===== src/rtl/mcm_pkg.sv =====
package mcm_pkg;
    typedef enum logic [1:0] {
        CLS_ATR  = 2'd0,
        CLS_CMD  = 2'd1,
        CLS_DATA = 2'd2
    } byte_cls_e;

    localparam int PIN_RST = 0;
    localparam int PIN_CLK = 1;
    localparam int PIN_IO  = 2;
    localparam int NUM_PINS = 3;
endpackage


===== src/rtl/mcm_sync.sv =====
module mcm_sync #(
    parameter int WIDTH  = 3,
    parameter int STAGES = 2
) (
    input  logic             clk,
    input  logic             rst_n,
    input  logic [WIDTH-1:0] din,
    output logic [WIDTH-1:0] lvl,
    output logic [WIDTH-1:0] rise,
    output logic [WIDTH-1:0] fall
);
    logic [STAGES-1:0][WIDTH-1:0] chain_d, chain_q;
    logic [WIDTH-1:0]             prev_d, prev_q;

    always_comb begin
        chain_d[0] = din;
        for (int i = 1; i < STAGES; i++) begin
            chain_d[i] = chain_q[i-1];
        end
        prev_d = chain_q[STAGES-1];
    end

    always_ff @(posedge clk or negedge rst_n) begin
        if (!rst_n) begin
            chain_q <= '0;
            prev_q  <= '0;
        end else begin
            chain_q <= chain_d;
            prev_q  <= prev_d;
        end
    end

    assign lvl  = chain_q[STAGES-1];
    assign rise = lvl & ~prev_q;
    assign fall = ~lvl & prev_q;
endmodule


===== src/rtl/mcm_evt.sv =====
module mcm_evt
    import mcm_pkg::*;
(
    input  logic [NUM_PINS-1:0] lvl,
    input  logic [NUM_PINS-1:0] rise,
    input  logic [NUM_PINS-1:0] fall,
    output logic                ev_rst,
    output logic                ev_bit,
    output logic                ev_start,
    output logic                ev_stop,
    output logic                bit_val
);
    always_comb begin
        ev_rst   = 1'b0;
        ev_bit   = 1'b0;
        ev_start = 1'b0;
        ev_stop  = 1'b0;
        if (rise[PIN_RST]) begin
            ev_rst = 1'b1;
        end else if (!lvl[PIN_RST] && rise[PIN_CLK]) begin
            ev_bit = 1'b1;
        end else if (lvl[PIN_CLK] && fall[PIN_IO]) begin
            ev_start = 1'b1;
        end else if (lvl[PIN_CLK] && rise[PIN_IO]) begin
            ev_stop = 1'b1;
        end
    end

    assign bit_val = lvl[PIN_IO];
endmodule


===== src/rtl/mcm_byte_asm.sv =====
module mcm_byte_asm
    import mcm_pkg::*;
#(
    parameter int DATA_W = 8
) (
    input  logic              clk,
    input  logic              rst_n,
    input  logic              ev_rst,
    input  logic              ev_bit,
    input  logic              ev_start,
    input  logic              ev_stop,
    input  logic              bit_val,
    output logic              byte_valid,
    output logic [DATA_W-1:0] byte_data,
    output byte_cls_e         byte_class,
    output logic              reset_seen
);
    localparam int CNT_W = $clog2(DATA_W);
    localparam logic [CNT_W-1:0] LAST_BIT = CNT_W'(DATA_W - 1);

    typedef struct packed {
        logic [CNT_W-1:0]  cnt;
        logic [DATA_W-1:0] acc;
        byte_cls_e         cls;
        logic              vld;
        logic [DATA_W-1:0] out;
        byte_cls_e         out_cls;
        logic              rst_seen;
    } asm_st_t;

    asm_st_t st_d, st_q;
    logic [DATA_W-1:0] acc_next;

    always_comb begin
        st_d          = st_q;
        st_d.vld      = 1'b0;
        st_d.rst_seen = 1'b0;
        acc_next      = st_q.acc | (DATA_W'(bit_val) << st_q.cnt);
        if (ev_rst) begin
            st_d.cnt      = '0;
            st_d.acc      = '0;
            st_d.cls      = CLS_ATR;
            st_d.rst_seen = 1'b1;
        end else if (ev_bit) begin
            if (st_q.cnt == LAST_BIT) begin
                st_d.vld     = 1'b1;
                st_d.out     = acc_next;
                st_d.out_cls = st_q.cls;
                st_d.cnt     = '0;
                st_d.acc     = '0;
            end else begin
                st_d.acc = acc_next;
                st_d.cnt = st_q.cnt + 1'b1;
            end
        end else if (ev_start) begin
            st_d.cnt = '0;
            st_d.acc = '0;
            st_d.cls = CLS_CMD;
        end else if (ev_stop) begin
            st_d.cnt = '0;
            st_d.acc = '0;
            st_d.cls = CLS_DATA;
        end
    end

    always_ff @(posedge clk or negedge rst_n) begin
        if (!rst_n) begin
            st_q <= '{cnt: '0, acc: '0, cls: CLS_ATR, vld: 1'b0,
                      out: '0, out_cls: CLS_ATR, rst_seen: 1'b0};
        end else begin
            st_q <= st_d;
        end
    end

    assign byte_valid = st_q.vld;
    assign byte_data  = st_q.out;
    assign byte_class = st_q.out_cls;
    assign reset_seen = st_q.rst_seen;

    assert_reset_clears_R1: assert property (@(posedge clk) disable iff (!rst_n)
        ev_rst |=> (st_q.cnt == '0) && (st_q.acc == '0) && (st_q.cls == CLS_ATR) && reset_seen);

    assert_idle_holds_R2: assert property (@(posedge clk) disable iff (!rst_n)
        !(ev_rst || ev_bit || ev_start || ev_stop) |=> $stable(st_q.cnt) && $stable(st_q.acc));

    assert_valid_pulse_R4: assert property (@(posedge clk) disable iff (!rst_n)
        byte_valid |=> !byte_valid);

    assert_count_restart_R4: assert property (@(posedge clk) disable iff (!rst_n)
        byte_valid |-> (st_q.cnt == '0) && (st_q.acc == '0));

    assert_start_sets_cmd_R5: assert property (@(posedge clk) disable iff (!rst_n)
        (ev_start && !ev_rst && !ev_bit) |=> (st_q.cls == CLS_CMD) && (st_q.cnt == '0));

    assert_stop_sets_data_R6: assert property (@(posedge clk) disable iff (!rst_n)
        (ev_stop && !ev_rst && !ev_bit && !ev_start) |=> (st_q.cls == CLS_DATA) && (st_q.cnt == '0));

    assert_strobes_exclusive_R7: assert property (@(posedge clk) disable iff (!rst_n)
        !(byte_valid && reset_seen));
endmodule


===== src/rtl/mcm_bus_monitor.sv =====
module mcm_bus_monitor
    import mcm_pkg::*;
#(
    parameter int DATA_W      = 8,
    parameter int SYNC_STAGES = 2
) (
    input  logic              clk,
    input  logic              rst_n,
    input  logic              card_rst,
    input  logic              card_clk,
    input  logic              card_io,
    output logic              byte_valid,
    output logic [DATA_W-1:0] byte_data,
    output logic [1:0]        byte_class,
    output logic              reset_seen
);
    logic [NUM_PINS-1:0] pins_raw, pins_lvl, pins_rise, pins_fall;
    logic ev_rst, ev_bit, ev_start, ev_stop, bit_val;
    byte_cls_e cls_out;

    always_comb begin
        pins_raw          = '0;
        pins_raw[PIN_RST] = card_rst;
        pins_raw[PIN_CLK] = card_clk;
        pins_raw[PIN_IO]  = card_io;
    end

    mcm_sync #(.WIDTH(NUM_PINS), .STAGES(SYNC_STAGES)) u_sync (
        .clk  (clk),
        .rst_n(rst_n),
        .din  (pins_raw),
        .lvl  (pins_lvl),
        .rise (pins_rise),
        .fall (pins_fall)
    );

    mcm_evt u_evt (
        .lvl     (pins_lvl),
        .rise    (pins_rise),
        .fall    (pins_fall),
        .ev_rst  (ev_rst),
        .ev_bit  (ev_bit),
        .ev_start(ev_start),
        .ev_stop (ev_stop),
        .bit_val (bit_val)
    );

    mcm_byte_asm #(.DATA_W(DATA_W)) u_asm (
        .clk       (clk),
        .rst_n     (rst_n),
        .ev_rst    (ev_rst),
        .ev_bit    (ev_bit),
        .ev_start  (ev_start),
        .ev_stop   (ev_stop),
        .bit_val   (bit_val),
        .byte_valid(byte_valid),
        .byte_data (byte_data),
        .byte_class(cls_out),
        .reset_seen(reset_seen)
    );

    assign byte_class = cls_out;

    assert_bit_blocked_in_reset_R2: assert property (@(posedge clk) disable iff (!rst_n)
        pins_lvl[PIN_RST] |-> !ev_bit);
endmodule


===== config.mk =====
export PLATFORM = sky130hd
export DESIGN_NAME = mcm_bus_monitor
export DESIGN_NICKNAME = d
export VERILOG_FILES = /design/src/rtl/mcm_pkg.sv /design/src/rtl/mcm_sync.sv /design/src/rtl/mcm_evt.sv /design/src/rtl/mcm_byte_asm.sv /design/src/rtl/mcm_bus_monitor.sv
export SDC_FILE = /design/constraint.sdc
export NUM_CORES = 1
export LEC_CHECK = 0
export BUFFER_PORTS_ARGS = -buffer_cell sky130_fd_sc_hd__buf_2
export CELL_PAD_IN_SITES_DETAIL_PLACEMENT = 0
export CELL_PAD_IN_SITES_GLOBAL_PLACEMENT = 1
export CORE_UTILIZATION = 47
export DETAILED_ROUTE_END_ITERATION = 8
export PLACE_DENSITY_LB_ADDON = 0.08
export SLEW_MARGIN = 15
export SYNTH_ARGS = -nofsm -noshare
export SYNTH_HDL_FRONTEND = slang
export SYNTH_SLANG_ARGS = --single-unit

===== constraint.sdc =====
create_clock -name clk -period 3.45 [get_ports clk]
set_input_delay 0.69 -clock clk [delete_from_list [all_inputs] [get_ports clk]]
set_output_delay 0.69 -clock clk [all_outputs]
set_load 0.005 [all_outputs]

## Yosys cells after proc, flatten, opt, wreduce, memory -nomap -nowiden

Cells that the tools add are included.

- Output and inout port bits: 12
- Flip-flop bits (word level): 34
- Input bits: 5
- Word-level logic and storage cells: 48

- Shifts and indexed selects: 1
- Add/subtract/negate cells: 1
- Eq/ne operators: 2
- Multiplexer cells: 20
- Reduce and logical (&&, ||, !) cells: 8
- Bitwise operators: 6

Operators by type and width:

| kind | count |
|---|---|
| two-way mux 11 bit | 5 |
| two-way mux 13 bit | 3 |
| two-way mux 1 bit | 11 |
| OR 8 bit | 1 |
| << shifter 1 x 3 -> 8 bit | 1 |
| bitwise AND 3 bit | 2 |
| inverter 3 bit | 2 |
| nonzero test 4 bit | 1 |
| adder 3 x 1 -> 3 bit, second input constant | 1 |
| == test 3 bit, second input constant | 1 |
| logical AND 1 bit | 3 |
| AND reduction 3 bit | 1 |
| nonzero test 3 bit | 1 |
| two-way mux 2 bit | 1 |
| != test 2 bit, second input constant | 1 |
| AND reduction 2 bit | 1 |
| zero test 1 bit | 1 |
| inverter 1 bit | 1 |

## Logic depth before layout (Yosys ltp)

- Word-level depth: 11
- Gate-level depth with buffers: 7
- Mapped depth without buffers: 5

## Cells and area by module

Synthesis repeated with hierarchy kept, for this count alone.

- Cell total of the unflattened synthesis: 131
- Area total of the unflattened synthesis: 1487.7 µm²

By module, submodules not included:

| module | instances | cells each | seq. area each (µm²) | area an instance (µm²) |
|---|---|---|---|---|
| mcm_byte_asm | 1 | 109 | 625.6 | 1153.6 |
| mcm_sync | 1 | 15 | 225.2 | 277.8 |
| mcm_evt | 1 | 7 | 0.0 | 56.3 |

## Least setup slack after synthesis

OpenSTA, ideal clock, no wires.

- Kind: register to register
- Start: reg u_asm.st_q[22] (netlist bit)
- End: reg u_asm.st_q[18] (netlist bit)
- Required time: 3.385 ns
- Path slack: 1.762 ns
- Setup time: 0.065 ns
- Cell stages (with the launch flop): 7
- Data arrival time: 1.623 ns
- Cells stage by stage: dfrtp_1 -> ha_1 -> ha_1 -> or4b_1 -> buf_6 -> nor4_1 -> o21a_1

- Cells in the longest elaborated chain, start to end: 5
- Elaborated cells on any way between the ends: 6

Ends and longest elaborated chain:

| element | line | source |
|---|---|---|
| start, declared | mcm_byte_asm.sv:31 | `asm_st_t st_d, st_q;` |
| start signal, assigned | mcm_byte_asm.sv:68 | `st_q <= '{cnt: '0, acc: '0, cls: CLS_ATR, vld: 1'b0,` |
| start signal, assigned | mcm_byte_asm.sv:71 | `st_q <= st_d;` |
| << shifter 1 x 3 -> 8 bit | mcm_byte_asm.sv:38 | `acc_next = st_q.acc \| (DATA_W'(bit_val) << st_q.cnt);` |
| OR 8 bit | mcm_byte_asm.sv:38 |  |
| two-way mux 11 bit * | mcm_byte_asm.sv:45 | `if (st_q.cnt == LAST_BIT) begin` |
| two-way mux 11 bit * | mcm_byte_asm.sv:44 | `end else if (ev_bit) begin` |
| two-way mux 13 bit * | mcm_byte_asm.sv:39 | `if (ev_rst) begin` |

Mark *: on every way between the ends. The rest lies on a longest branch, timed or not.
A chain may end at the register's enable or synchronous reset.

## Final worst setup path

- Start: reg u_asm.st_q[23] (netlist bit)
- End: reg u_asm.st_q[14] (netlist bit)

The elaborated chain is that of the path after synthesis.

==> summary.md <==
| Metric | Value |
|---|---|
| Cell at the root of the clock tree | clkbuf_4 |
| Proportion of synthesized chip area in sequential cells | 58.5% |
| R2R Path End | u_asm.st_q[14] |
| Post-synth top area cell | dfrtp_1 |
| Number of instances in the synthesized netlist | 128 |
| Synth-to-Final Area Change | 5.59% |
| Final Max Slew Viols | 0 |
| Data arrival, critical path | 2.38 ns |
| Die outline area | 3320 um^2 |
| Post-CTS Hold Fix Bufs | 0 |
| Syn_area_per_cell | 11.4 um^2 |
| Leakage | 0.000745 uW |
| Starting density of the core | 51.0% |
| F_max | 473 MHz |
| Biggest area contributors in the synthesized netlist | dfrtp_1 59%, buf_4 5.2%, o21a_1 5.2%, a21oi_1 4.8%, nor2_1 2.8% |
| CTS clock-pin slew for the worst setup and hold paths | 0.10 ns |
| Clock skew | 0.0111 ns |
| Total of endpoints with negative setup slack in the final report | 0 |
| Post-synthesis register bit count | 34 |
| Setup TNS | 0 ns |
| Final antenna-violating net count | 0 |
| Startpoint of the lowest-slack hold path | u_sync.chain_d[3] |
| Required time reported for the critical path endpoint | 3.72 ns |
| Cts bufs inserted | 5 |
| Setup repair after global routing missed its margin | no |
| P per Cell Area | 491 nW/um^2 |
| Antenna violations before repair | 0 |
| Endpoint class of the critical path | flip-flop |
| Final clock period utilization by the worst path | 61.2% |
| H-tree depth reported by CTS | 2 |
| Fraction of layout cells with a size suffix above 1 | 20.0% |
| Number of remaining DRC errors | 2 |
| Last weighted congestion value of the routability-driven placer | 0.766 |
| Clk buf depth | 2 |
| Hold-critical path endpoint | u_sync.lvl[0] |
| Final Hold Fails | 0 |
| Clk sink count | 34 |
| Post-synth net total | 135 |
| CP Class | reg2reg |
| Worst hold path stage count | 0 |
| Number of nets in the finished design | 141 |
| Series of cell instances along the critical path | ha_1 > ha_1 > or4b_1 > o221ai_2 > o21a_1 |
| Core area | 2850 um^2 |
| FF-to-FF Start | u_asm.st_q[23] |
| Number of warnings reported in the yosys synthesis log | 0 |
| Worst-path cell with the longest stage delay | or4b_1 |
| Worst-path maximum fanout | 12 |
| VDD IR-drop max | 258 uV |
| Post-Synthesis Cell Area | 1450 um^2 |
| Pin count of the biggest net entering global routing | 35 |
| DRT Pass-1 Iters | 6 |
| Global-route wire length before repair | 4090 um |
| Height of the die | 57.6 um |
| Number of filler cells placed in the layout | 273 |
| Total power after layout | 754 uW |
| Clock latency of the later-clocked register in the worst-skew pair | 0.33 ns |
| Most used cells in the layout excluding fill and tap cells | 34 x dfrtp_1, 16 x buf_2, 14 x a21oi_1 |
| Most frequent cell on the critical path | ha_1 |
| Number of core rows | 19 |
| Diode count | 0 |
| Chip width | 57.6 um |
| Element type at the critical path start | flip-flop |
| Total Wirelength | 2370 um |
| Total I/O pin count | 17 |
| Number of port buffers | 16 |
| Yosys top cell area share | 58.5% |
| Slew at the pin with the worst max-slew slack | 0.723 ns |
| Worst-case headroom to the max-slew limit | 51.8% |
| CTS-repair resized insts | 0 |
| Result of the run | finished with violations |
| Via/cell ratio | 5.45 |
| DP HPWL | 1610 um |
| Register-to-register setup slack | 1.34 ns |
| Path depth of the worst reg2reg path | 5 |
| CTS tree | yes |
| Initial DRC count | 37 |
| Most common cell after layout, fill and taps aside | dfrtp_1 |
| Hold Crit Class | reg2reg |
| Via Count | 904 |
| Post-CTS setup buffer count | 0 |
| Netlist cell types | 31 |
| Shortest clock period the worst path allows after layout | 2.11 ns |
| Stage delay of the slowest cell on the critical path | 0.65 ns |
| MaxCap Viol Count | 0 |
| Failing checks | design-rule violations |
| Vias in the first global route | 867 |
| Wire per inst | 14.3 um |
| Remaining Overflow, GRT | 0 |
| Global-route usage over all layers | 17.0% |
metal layers:
metal  GRT usage (%)  routed length [um]
met1            25.6                1280
met2            22.1                 944
met3            6.03                 100
met4            7.32                  46
met5               0                   0
final cells by class:
type	count	area [um^2]	area share [%]
clock buffers	7	45.0	2.93
clock inverters	1	30.0	1.96
inverters	4	15.0	0.978
multi-input cells	73	475	31.0
flip-flops and latches	34	851	55.4
well taps	31	38.8	2.53
repair buffers	16	80.1	5.22
cells in the mapped netlist:
library cell	instances
mux2i_1	1
mux2_2	2
ha_1	2
o211ai_1	1
a32o_1	2
nor3_1	2
nand3_1	1
dfrtp_1	34
or2b_1	1
clkbuf_1	3
nor2_1	11
nand2_1	3
buf_4	10
buf_2	3
nor2b_1	3
xor2_1	1
nand2b_1	1
o21ai_0	2
buf_6	1
and2_1	1
a31o_2	1
inv_1	4
a21oi_1	14
or4b_1	1
o221ai_2	1
and4bb_2	1
o21a_1	10
a31oi_1	4
nor3b_1	2
nor4_1	4
a41oi_1	1
worst max-delay path, delay by kind of cell, from the launching register on:
kind,cells,cell delay [ns]
compound gates,2,0.43
fa+ha+maj,2,0.44
flops,1,0.53
simple gates,1,0.65
how the worst max path moves through the flow:
stage,startpoint,to,slack (ns),cells after the start
final,u_asm.st_q[23],u_asm.st_q[14],1.34,5
after global routing,u_asm.st_q[23],u_asm.st_q[14],1.20,5
after CTS,u_asm.st_q[23],u_asm.st_q[20],1.34,5
after detailed placement,u_asm.st_q[23],u_asm.st_q[21],1.36,5
after global placement,u_asm.st_q[23],u_asm.st_q[20],1.40,5
after floorplan,u_asm.st_q[22],u_asm.st_q[18],1.76,6
report_power, final:
part	total (uW)	leakage, uW	switching (uW)	internal [uW]
Clock	278	0.0000395	125	154
Combinational	48.0	0.000257	29.6	18.4
Sequential	428	0.000449	16.2	412
through the flow:
step	hold slack, ns	util (%)	instance area (um^2)	setup slack [ns]	std cells
final	0.353	53.8	1540	1.34	166
after detailed placement	0.343	51.2	1460	1.36	158
after global placement	0.331	51.2	1460	1.40	158
after floorplan	0.331	-	1450	1.76	128
after CTS	0.360	53.8	1540	1.34	166
after global routing	0.371	53.8	1540	1.20	166
cells by family after synthesis:
kind of cell	synth area share [%]
simple gates	11.6
flops	58.5
fa+ha+maj	1.72
buf+inv	8.78
mux	2.24
compound gates	16.5
xor+xnor	0.603
state kept, by name (all words and copies together) (netlist names):
signal / flops
u_asm.byte_class: 2
u_asm.byte_data: 8
u_asm.byte_valid: 1
u_asm.reset_seen: 1
u_asm.st_q: 13
u_sync.chain_d: 3
u_sync.lvl: 3
u_sync.prev_q: 3
No activity file was read; power rests on OpenSTA's default activity.
